**config.mk**
```make
export PLATFORM = sky130hd
export DESIGN_NAME = rng_sampler
export DESIGN_NICKNAME = d
export VERILOG_FILES = /design/src/rtl/rng_pkg.sv /design/src/rtl/rng_galois.sv /design/src/rtl/rng_whitener.sv /design/src/rtl/rng_packer.sv /design/src/rtl/rng_sampler.sv
export SDC_FILE = /design/constraint.sdc
export NUM_CORES = 1
export LEC_CHECK = 0
export BUFFER_PORTS_ARGS = -buffer_cell sky130_fd_sc_hd__buf_2
export CORE_UTILIZATION = 30
export CTS_CLUSTER_SIZE = 24
export DETAILED_ROUTE_END_ITERATION = 10
export PLACE_DENSITY_LB_ADDON = 0.25
export SYNTH_ARGS = -nofsm -noshare
export SYNTH_HDL_FRONTEND = slang
export SYNTH_SLANG_ARGS = --single-unit
```
**constraint.sdc**
```tcl
create_clock -name clk -period 1.8 [get_ports clk]
set_clock_uncertainty 0.15 [all_clocks]
set_input_delay 0.36 -clock clk [delete_from_list [all_inputs] [get_ports clk]]
set_output_delay 0.36 -clock clk [all_outputs]
set_load 0.02 [all_outputs]
```
**src/rtl/rng_pkg.sv**
```systemverilog
package rng_pkg;
  localparam int LFSR_W = 32;
  localparam int REG_AW = 2;

  localparam logic [REG_AW-1:0] ADDR_CTRL = 2'd0;
  localparam logic [REG_AW-1:0] ADDR_DATA = 2'd1;
  localparam logic [REG_AW-1:0] ADDR_STAT = 2'd2;

  localparam int CTRL_SEL_LO = 8;
  localparam int CTRL_EN     = 10;
  localparam int CTRL_TEST   = 11;

  typedef enum logic [1:0] {
    COND_RAW   = 2'd0,
    COND_MIX   = 2'd1,
    COND_PAIR  = 2'd2,
    COND_CHAIN = 2'd3
  } cond_sel_e;

  // One Galois step with an injected bit.
  function automatic logic [LFSR_W-1:0] galois_step(
    input logic [LFSR_W-1:0] s,
    input logic              din,
    input logic [LFSR_W-1:0] poly
  );
    logic fb;
    fb = s[0] ^ din;
    return (s >> 1) ^ (fb ? poly : '0);
  endfunction
endpackage

```
**src/rtl/rng_galois.sv**
```systemverilog
module rng_galois
  import rng_pkg::*;
#(
  parameter logic [LFSR_W-1:0] SEED = 32'h0000_0001,
  parameter logic [LFSR_W-1:0] POLY = 32'h8020_0003
) (
  input  logic              clk,
  input  logic              rst_n,
  input  logic              step,
  input  logic              din,
  output logic [LFSR_W-1:0] state_o,
  output logic [LFSR_W-1:0] next_o
);
  logic [LFSR_W-1:0] st_q;

  assign next_o  = galois_step(st_q, din, POLY);
  assign state_o = st_q;

  always_ff @(posedge clk) begin
    if (!rst_n)    st_q <= SEED;
    else if (step) st_q <= next_o;
  end
endmodule

```
**src/rtl/rng_whitener.sv**
```systemverilog
module rng_whitener (
  input  logic clk,
  input  logic rst_n,
  input  logic flush,
  input  logic in_vld,
  input  logic in_bit,
  output logic out_vld,
  output logic out_bit,
  output logic have_o
);
  logic have_q, first_q;

  assign out_vld = in_vld && have_q && (first_q != in_bit);
  assign out_bit = first_q;
  assign have_o  = have_q;

  always_ff @(posedge clk) begin
    if (!rst_n) begin
      have_q  <= 1'b0;
      first_q <= 1'b0;
    end else if (flush) begin
      have_q  <= 1'b0;
    end else if (in_vld) begin
      if (!have_q) begin
        have_q  <= 1'b1;
        first_q <= in_bit;
      end else begin
        have_q  <= 1'b0;
      end
    end
  end
endmodule

```
**src/rtl/rng_packer.sv**
```systemverilog
module rng_packer #(
  parameter int WORD_W = 32,
  localparam int CW    = $clog2(WORD_W)
) (
  input  logic              clk,
  input  logic              rst_n,
  input  logic              flush,
  input  logic              in_vld,
  input  logic              in_bit,
  input  logic              consume,
  output logic              valid_o,
  output logic [WORD_W-1:0] data_o,
  output logic [CW-1:0]     fill_o
);
  localparam logic [CW-1:0] LAST = CW'(WORD_W - 1);

  logic [WORD_W-1:0] sh_q, data_q;
  logic [CW-1:0]     cnt_q;
  logic              valid_q;
  logic [WORD_W-1:0] sh_nx;

  assign sh_nx   = {sh_q[WORD_W-2:0], in_bit};
  assign valid_o = valid_q;
  assign data_o  = data_q;
  assign fill_o  = cnt_q;

  always_ff @(posedge clk) begin
    if (!rst_n) begin
      sh_q    <= '0;
      data_q  <= '0;
      cnt_q   <= '0;
      valid_q <= 1'b0;
    end else if (flush) begin
      cnt_q   <= '0;
      valid_q <= 1'b0;
    end else begin
      if (consume) valid_q <= 1'b0;
      if (in_vld && !valid_q) begin
        sh_q <= sh_nx;
        if (cnt_q == LAST) begin
          data_q  <= sh_nx;
          valid_q <= 1'b1;
          cnt_q   <= '0;
        end else begin
          cnt_q <= cnt_q + 1'b1;
        end
      end
    end
  end
endmodule

```
**src/rtl/rng_sampler.sv**
```systemverilog
module rng_sampler
  import rng_pkg::*;
#(
  parameter int                WORD_W    = 32,
  parameter logic [LFSR_W-1:0] POLY      = 32'h8020_0003,
  parameter logic [LFSR_W-1:0] MIX_SEED  = 32'h0000_0001,
  parameter logic [LFSR_W-1:0] TEST_SEED = 32'hACE1_2B57
) (
  input  logic              clk,
  input  logic              rst_n,
  input  logic              noise_bit,
  input  logic              reg_wr,
  input  logic              reg_rd,
  input  logic [1:0]        reg_addr,
  input  logic [WORD_W-1:0] reg_wdata,
  output logic [WORD_W-1:0] reg_rdata
);
  localparam int CW = $clog2(WORD_W);

  cond_sel_e sel_q;
  logic      en_q, test_q;

  logic ctrl_wr, consume, sel_chg;
  logic [1:0] new_sel;

  assign ctrl_wr = reg_wr && (reg_addr == ADDR_CTRL);
  assign consume = reg_rd && (reg_addr == ADDR_DATA);
  assign new_sel = reg_wdata[CTRL_SEL_LO+1:CTRL_SEL_LO];
  assign sel_chg = ctrl_wr && (new_sel != sel_q);

  always_ff @(posedge clk) begin
    if (!rst_n) begin
      sel_q  <= COND_RAW;
      en_q   <= 1'b0;
      test_q <= 1'b0;
    end else if (ctrl_wr) begin
      sel_q  <= cond_sel_e'(new_sel);
      en_q   <= reg_wdata[CTRL_EN];
      test_q <= reg_wdata[CTRL_TEST];
    end
  end

  // Source selection: external noise or internal deterministic generator.
  logic [LFSR_W-1:0] tst_state, tst_next;
  logic              src_bit;

  rng_galois #(.SEED(TEST_SEED), .POLY(POLY)) tst_gen_i (
    .clk(clk), .rst_n(rst_n), .step(en_q && test_q), .din(1'b0),
    .state_o(tst_state), .next_o(tst_next)
  );

  assign src_bit = test_q ? tst_state[0] : noise_bit;

  // Stage 1: mixer.
  logic [LFSR_W-1:0] mix_state, mix_next;
  logic              st1_bit;

  rng_galois #(.SEED(MIX_SEED), .POLY(POLY)) mixer_i (
    .clk(clk), .rst_n(rst_n), .step(en_q && sel_q[0]), .din(src_bit),
    .state_o(mix_state), .next_o(mix_next)
  );

  assign st1_bit = sel_q[0] ? mix_next[0] : src_bit;

  // Stage 2: pair corrector.
  logic wh_in_vld, wh_out_vld, wh_out_bit, wh_have;
  logic st2_vld, st2_bit;

  assign wh_in_vld = en_q && sel_q[1];

  rng_whitener whiten_i (
    .clk(clk), .rst_n(rst_n), .flush(sel_chg),
    .in_vld(wh_in_vld), .in_bit(st1_bit),
    .out_vld(wh_out_vld), .out_bit(wh_out_bit), .have_o(wh_have)
  );

  assign st2_vld = sel_q[1] ? wh_out_vld : en_q;
  assign st2_bit = sel_q[1] ? wh_out_bit : st1_bit;

  // Word assembly.
  logic              word_valid;
  logic [WORD_W-1:0] word_data;
  logic [CW-1:0]     word_fill;

  rng_packer #(.WORD_W(WORD_W)) packer_i (
    .clk(clk), .rst_n(rst_n), .flush(sel_chg),
    .in_vld(st2_vld), .in_bit(st2_bit), .consume(consume),
    .valid_o(word_valid), .data_o(word_data), .fill_o(word_fill)
  );

  always_comb begin
    reg_rdata = '0;
    case (reg_addr)
      ADDR_CTRL: begin
        reg_rdata[CTRL_SEL_LO+1:CTRL_SEL_LO] = sel_q;
        reg_rdata[CTRL_EN]   = en_q;
        reg_rdata[CTRL_TEST] = test_q;
      end
      ADDR_DATA: reg_rdata = word_data;
      ADDR_STAT: reg_rdata[0] = word_valid;
      default:   reg_rdata = '0;
    endcase
  end
endmodule

```
==> qor.yml, run 1 <==
yosys:
  yosysWarnings: 0
  syn_area_per_cell_um2: 9.09
  yosys.area.top_type: "dfxtp_1"
  synth_most_common_cell: "nand2_1"
  syn_inst: 622
  ys_ff_latch: 139
  synthTopCellsByCount: "nand2_1 (200), dfxtp_1 (139), mux2i_1 (64)"
  synthTopCellsByArea: "dfxtp_1 (49%), nand2_1 (13%), mux2i_1 (11%)"
  synth-async-reset-ratio_pct: 0
  ys.flop_type: "dfxtp_1"
  synth_top_area_share_pct: 49.2
  synth_edf_count: 0
  ys_types: 42
  syn_nets: 666
  syn_area_um2: 5650
  ys_seq_area_share_pct: 49.2
critical_path:
  crit_fanout: 6
  rrSetupSlack_ns: -0.14
  startpoint_type: "register"
  cp.arrival_ns: 2.09
  end_kind: "register"
  cp.required_ns: 1.95
  ff2ff_path_depth: 6
  r2r_start: "test_q$_SDFFE_PN0P_"
  r2r_end: "packer_i.data_o[29]$_SDFFE_PN0P_"
  critPathKind: "reg -> reg"
timing:
  maxSlewViolCount: 0
  tns_ns: -6.66
  setup_slack_ns: -0.138
  setup_violations: 68
  layout_min_cycle_time_ns: 1.94
  hold_violations: 0
  rsz0062_at_grt: "true"
  final.period_utilization_pct: 108
  slew_headroom_pct: 77.3
  max_freq_mhz: 516
  tightest_slew_ns: 0.338
die:
  num_io_pins: 71
  rows: 49
  die_h_um: 139
  fp.coreArea_um2: 18200
  start_util_pct: 31.0
  die_w_um: 139
  die_area_um2: 19400
job:
  max_cap_viol_count: 0
place:
  dpl.hpwl_mm: 7.30
  portBuffers: 42
  gp_congestion: 0.705
pwr:
  pwr_density_cell_nw_per_um2: 949
  pwr-share-clk_pct: 51.5
  p_comb_share_pct: 3.5
  finalPower_mw: 6.85
  swShare_pct: 21.6
  cellInternalPower_mw: 5.37
  p_leak_nw: 2.72
  worst_ir_drop_vdd_v: 0.000674
  power_frac_seq_pct: 45.1
  p_sw_mw: 1.48
cts:
  cts_inserted_buffers: 17
  cts.sinks: 139
  clock_latency_ns: 0.42
  cts_tree: "built"
  clk_pin_slew_ns: 0.06
  htree_levels: 4
  cts_root_buf: "clkbuf_16"
  clock_path_buffers: 2
run_status:
  violations: "negative setup slack"
  status: "complete, but fails checks"
global_routing:
  grt.total_usage_pct: 12.2
  grt_start_max_net_pins: 76
  antenna_found_initial: 0
  grt_pass1_wl_mm: 19.2
  grt_pass1_vias: 4071
  grt-ovfl-total: 0
worst_hold_path:
  whs_path_depth: 3
  hold_path_end: "test_q$_SDFFE_PN0P_"
  min_from: "reg_wdata[11]"
  hp-class: "in -> reg"
drt:
  wire_per_inst_um: 12.5
  initialDrtViolationCount: 198
  drt.antenna.violating_nets: 0
  first_pass_iters: 4
  routed_wl_mm: 11.6
  num_vias: 4321
  vias_per_cell: 4.66
  drcViolationCount: 0
finish:
  utilization_pct: 39.6
  fin_nets: 729
  insertedDiodeCount: 0
  drive_above_1_share_pct: 22.1
  area_growth_pct: 27.7
[state kept, by name, indices dropped and copies added, names as in the netlist]
| name | count |
|---|---|
| en_q | 1 |
| mixer_i.state_o | 32 |
| packer_i.data_o | 32 |
| packer_i.fill_o | 5 |
| packer_i.sh_q | 31 |
| packer_i.valid_o | 1 |
| sel_q | 2 |
| test_q | 1 |
| tst_gen_i.state_o | 32 |
| whiten_i.have_o | 1 |
| whiten_i.out_bit | 1 |
[power groups by stage]
stage / sequential [mW] / combinational [mW] / clock (mW)
2_1_floorplan: 3.15 / 0.141 / 0
3_3_place_gp: 3.16 / 0.221 / 0
3_5_place_dp: 3.16 / 0.224 / 0
4_1_cts: 3.09 / 0.232 / 3.61
5_1_grt: 3.09 / 0.259 / 3.77
6_report: 3.09 / 0.237 / 3.53
[stage by stage]
step	hold slack, ns	setup slack [ns]	instances	instance area, um2
global placement	0.291	-0.145	888	6350
finish	0.0604	-0.138	927	7220
global route	0.0497	-0.212	927	7220
detailed placement	0.293	-0.199	888	6350
floorplan	0.280	0.000362	622	5720
CTS	0.0425	-0.102	920	7020
[cells in the final DEF (no fill, tap or decap), types with 4 or more instances in the layout]
master     synthesis  routed
buf_2              3      36
dfxtp_1          139     133
buf_4              1      34
a21boi_0          48      48
and3_1             4       4
clkbuf_16          0      20
xnor2_1            6       6
buf_6              5       8
a21oi_1            7       6
mux2i_1           64      62
and2_1            29      29
buf_12             0       8
nand2_1          200     198
nand3_1           19      19
[cells by family after synthesis]
kind of cell | Yosys count | synth area share [%]
xor+xnor | 9 | 1.39
buf+inv | 49 | 4.65
fa+ha+maj | 5 | 1.11
compound gates | 84 | 11.1
simple gates | 271 | 20.9
flops | 139 | 49.2
mux | 65 | 11.6
[worst max-delay path, cell delays in order, from the launching register on]
cell and delay, ns:
dfxtp_4 0.38, mux2_4 0.32, nand4_1 0.12, a21boi_4 0.09
o31a_4 0.44, clkbuf_16 0.20, mux2i_1 0.11
[layout make-up]
class / instances / area [um2]
multi-input cells: 434 / 2750
inverters: 3 / 11.3
clock inverters: 14 / 171
fillers: 1788 / 11000
repair buffers: 90 / 776
flip-flops and latches: 139 / 2800
well taps: 229 / 287
clock buffers: 18 / 429
[repair_timing]
| item | 4_1_cts | 5_1_grt |
|---|---|---|
| gates cloned | 0 | 4 |
| gates resized for setup | 18 | 21 |
| hold buffers | 0 | 0 |
| endpoints found under the setup margin | 82 | 101 |
| pin swaps | 4 | 7 |
| buffers inserted | 0 | 3 |
[how the worst max path moves through the flow]
stage / from / end / slack (ns) / depth (start not counted)
after CTS: test_q$_SDFFE_PN0P_ / packer_i.fill_o[4]$_SDFFE_PP0P_ / -0.10 / 6
after detailed placement: noise_bit / packer_i.sh_q[19]$_SDFFE_PN0P_ / -0.20 / 7
after floorplan: tst_gen_i.state_o[0]$_SDFFE_PN1P_ / packer_i.fill_o[4]$_SDFFE_PP0P_ / 0.0004 / 7
after global placement: noise_bit / packer_i.sh_q[28]$_SDFFE_PN0P_ / -0.15 / 7
after global routing: packer_i.fill_o[1]$_SDFFE_PP0P_ / packer_i.data_o[18]$_SDFFE_PN0P_ / -0.21 / 8
final: test_q$_SDFFE_PN0P_ / packer_i.data_o[29]$_SDFFE_PN0P_ / -0.14 / 6
[per-layer routing]
| metal | up-vias | wire length [um] | global-route usage, % |
|---|---|---|---|
| met5 | - | 0 | 0 |
| met4 | 0 | 224 | 6.37 |
| met3 | 19 | 267 | 3.10 |
| met2 | 41 | 5300 | 19.6 |
| met1 | 2065 | 5770 | 15.2 |
| li1 | 2196 | - | - |
Note: power is estimated with default switching activity, not from simulation.
==> inputs of run 2 (changes only) <==
==> constraint.sdc (replaced) <==
create_clock -name clk -period 1.95 [get_ports clk]
set_clock_uncertainty 0.15 [all_clocks]
set_input_delay 0.39 -clock clk [delete_from_list [all_inputs] [get_ports clk]]
set_output_delay 0.39 -clock clk [all_outputs]
set_load 0.02 [all_outputs]
==> qor.yml, run 2 (synthesis gave the netlist of run 1 again) <==
finish:
  fin_nets: 721  # -1.1%
  area_growth_pct: 23.4
  layout.cells.non_filler: 919  # -0.86%
  drive_above_1_share_pct: 19.9  # -2.2 points
  utilization_pct: 38.3  # -1.3 points
  most-common-layout-cells: "nand2_1 (199), dfxtp_1 (134), mux2i_1 (62)"
  fillers: 1792  # +0.22%
  insertedDiodeCount: 0  # unchanged
  layout_commonest_cell: "nand2_1"
die:
  die_h_um: 139  # unchanged
  die_w_um: 139  # unchanged
  start_util_pct: 31.0  # unchanged
  fp.coreArea_um2: 18200  # unchanged
  num_io_pins: 71  # unchanged
  die_area_um2: 19400  # unchanged
  rows: 49  # unchanged
critical_path:
  crit_path_max_incr_delay_ns: 0.54  # +0.10 ns
  crit_path_frequent_cell: "a21oi_2"
  crit_fanout: 10  # +4
  path_cells: "xor2_1 -> and2_1 -> a21oi_2 -> buf_4 -> or4b_4 -> a21oi_2"
  cp.arrival_ns: 2.14  # +0.05 ns
  end_kind: "register"
  cp.required_ns: 2.15  # +0.20 ns
  critPathKind: "reg -> reg"
  cpMaxStageDelayCell: "or4b_4"
  startpoint_type: "register"
timing:
  tightest_slew_ns: 0.372  # +0.0340 ns
  setup_violations: 0  # -100%
  slew_headroom_pct: 74.9  # -2.4 points
  maxSlewViolCount: 0  # unchanged
  final.period_utilization_pct: 99.7  # -7.9 points
  max_freq_mhz: 514  # -0.34%
  hold_violations: 0  # unchanged
  layout_min_cycle_time_ns: 1.94  # +0.00664 ns
  rsz0062_at_grt: "true"
  holdWs_ns: 0.0828  # +0.0223 ns
  setup_slack_ns: 0.00579  # +0.143 ns
cts:
  htree_levels: 4  # unchanged
  cts_inserted_buffers: 17  # unchanged
  cts_root_buf: "clkbuf_16"
  cts_tree: "built"
  clock_latency_ns: 0.41  # about the same
  cts.sinks: 139  # unchanged
  clk_pin_slew_ns: 0.06  # about the same
  clock_path_buffers: 2  # unchanged
pwr:
  p_leak_nw: 2.63  # -3.3%
  finalPower_mw: 6.14  # -10%
  worst_ir_drop_vdd_v: 0.000605  # -10%
  pwr_density_cell_nw_per_um2: 881  # -7.2%
place:
  dp_cells: 883  # -0.56%
  dpl.hpwl_mm: 7.14  # -2.2%
  portBuffers: 42  # unchanged
  gp_congestion: 0.756  # +7.3%
  place_ws_ns: -0.0674  # +0.132 ns
global_routing:
  grt_pass1_wl_mm: 18.6  # -3.0%
  grt_pass1_vias: 3989  # -2.0%
  grt-ovfl-total: 0  # unchanged
  grt_start_max_net_pins: 55  # -28%
  antenna_found_initial: 0  # unchanged
  grt.total_usage_pct: 11.9  # -0.37 points
drt:
  num_vias: 4160  # -3.7%
  routed_wl_mm: 11.2  # -2.9%
  first_pass_iters: 5  # +1
  initialDrtViolationCount: 194  # -2.0%
  wire_per_inst_um: 12.2  # -2.0%
  drcViolationCount: 0  # unchanged
  vias_per_cell: 4.53  # -2.9%
  drt.antenna.violating_nets: 0  # unchanged
job:
  max_cap_viol_count: 0  # unchanged
worst_hold_path:
  hp-class: "in -> reg"
run_status:
  status: "complete, no violations"
-- run 2: cell types whose count changed in the layout (fill, tap and decap cells not counted), moves of 4 or more --
cell / previous run / this run
buf_2: 36 / 41
buf_6: 8 / 4
buf_4: 34 / 30
buf_12: 8 / 4
-- run 2: power breakdown --
group / internal, mW / total [mW] / switching, mW
combinational: 0.0848 / 0.196 / 0.112
clock: 1.81 / 3.09 / 1.28
sequential: 2.85 / 2.85 / 0.00736
-- run 2: critical path, delay by kind of cell (launching register included) --
family,cells,cell delay [ns]
xor+xnor,1,0.25
simple gates,2,0.76
buf+inv,1,0.17
compound gates,2,0.21
flops,1,0.35
-- run 2: path summary, 6_finish.rpt --
check                                   start                                to  slack (ns)  depth (start not counted)
max           mixer_i.state_o[1]$_SDFFE_PN0P_   packer_i.fill_o[1]$_SDFFE_PP0P_       0.006                          6
min                             reg_wdata[11]               test_q$_SDFFE_PN0P_        0.08                          3
max reg2reg   mixer_i.state_o[1]$_SDFFE_PN0P_   packer_i.fill_o[1]$_SDFFE_PP0P_       0.006                          6
min reg2reg  packer_i.data_o[24]$_SDFFE_PN0P_  packer_i.data_o[24]$_SDFFE_PN0P_        0.30                          2
-- run 2: routing by layer --
layer / GRT usage (%) / wire length, um
met1: 14.8 / 5740
met2: 18.9 / 5010
met3: 3.20 / 304
met4: 5.91 / 183
met5: 0 / 0
-- run 2: layout make-up --
| cell class | count | area [um2] | area share [%] |
|---|---|---|---|
| multi-input combinational | 434 | 2690 | 38.6 |
| sequential | 139 | 2790 | 40.0 |
| tap | 229 | 287 | 4.11 |
| inverter | 3 | 11.3 | 0.161 |
| clock buffer | 18 | 439 | 6.30 |
| clock inverter | 14 | 135 | 1.94 |
| timing repair buffer | 82 | 621 | 8.90 |
-- run 2: per-stage QoR --
stage          instance area [um2]  setup TNS, ns
2_1_floorplan                 5660              0
3_3_place_gp                  6230          -1.28
3_5_place_dp                  6230          -2.50
4_1_cts                       6810              0
5_1_grt                       6970         -0.834
6_report                      6970              0
-- run 2: repair_timing --
action | in CTS | in global routing
gates resized for setup | 5 | 21
setup endpoints to repair | 50 | 71
hold buffers | 0 | 0
setup buffers | 0 | 1
pin swaps | 0 | 7
gates cloned | 0 | 3
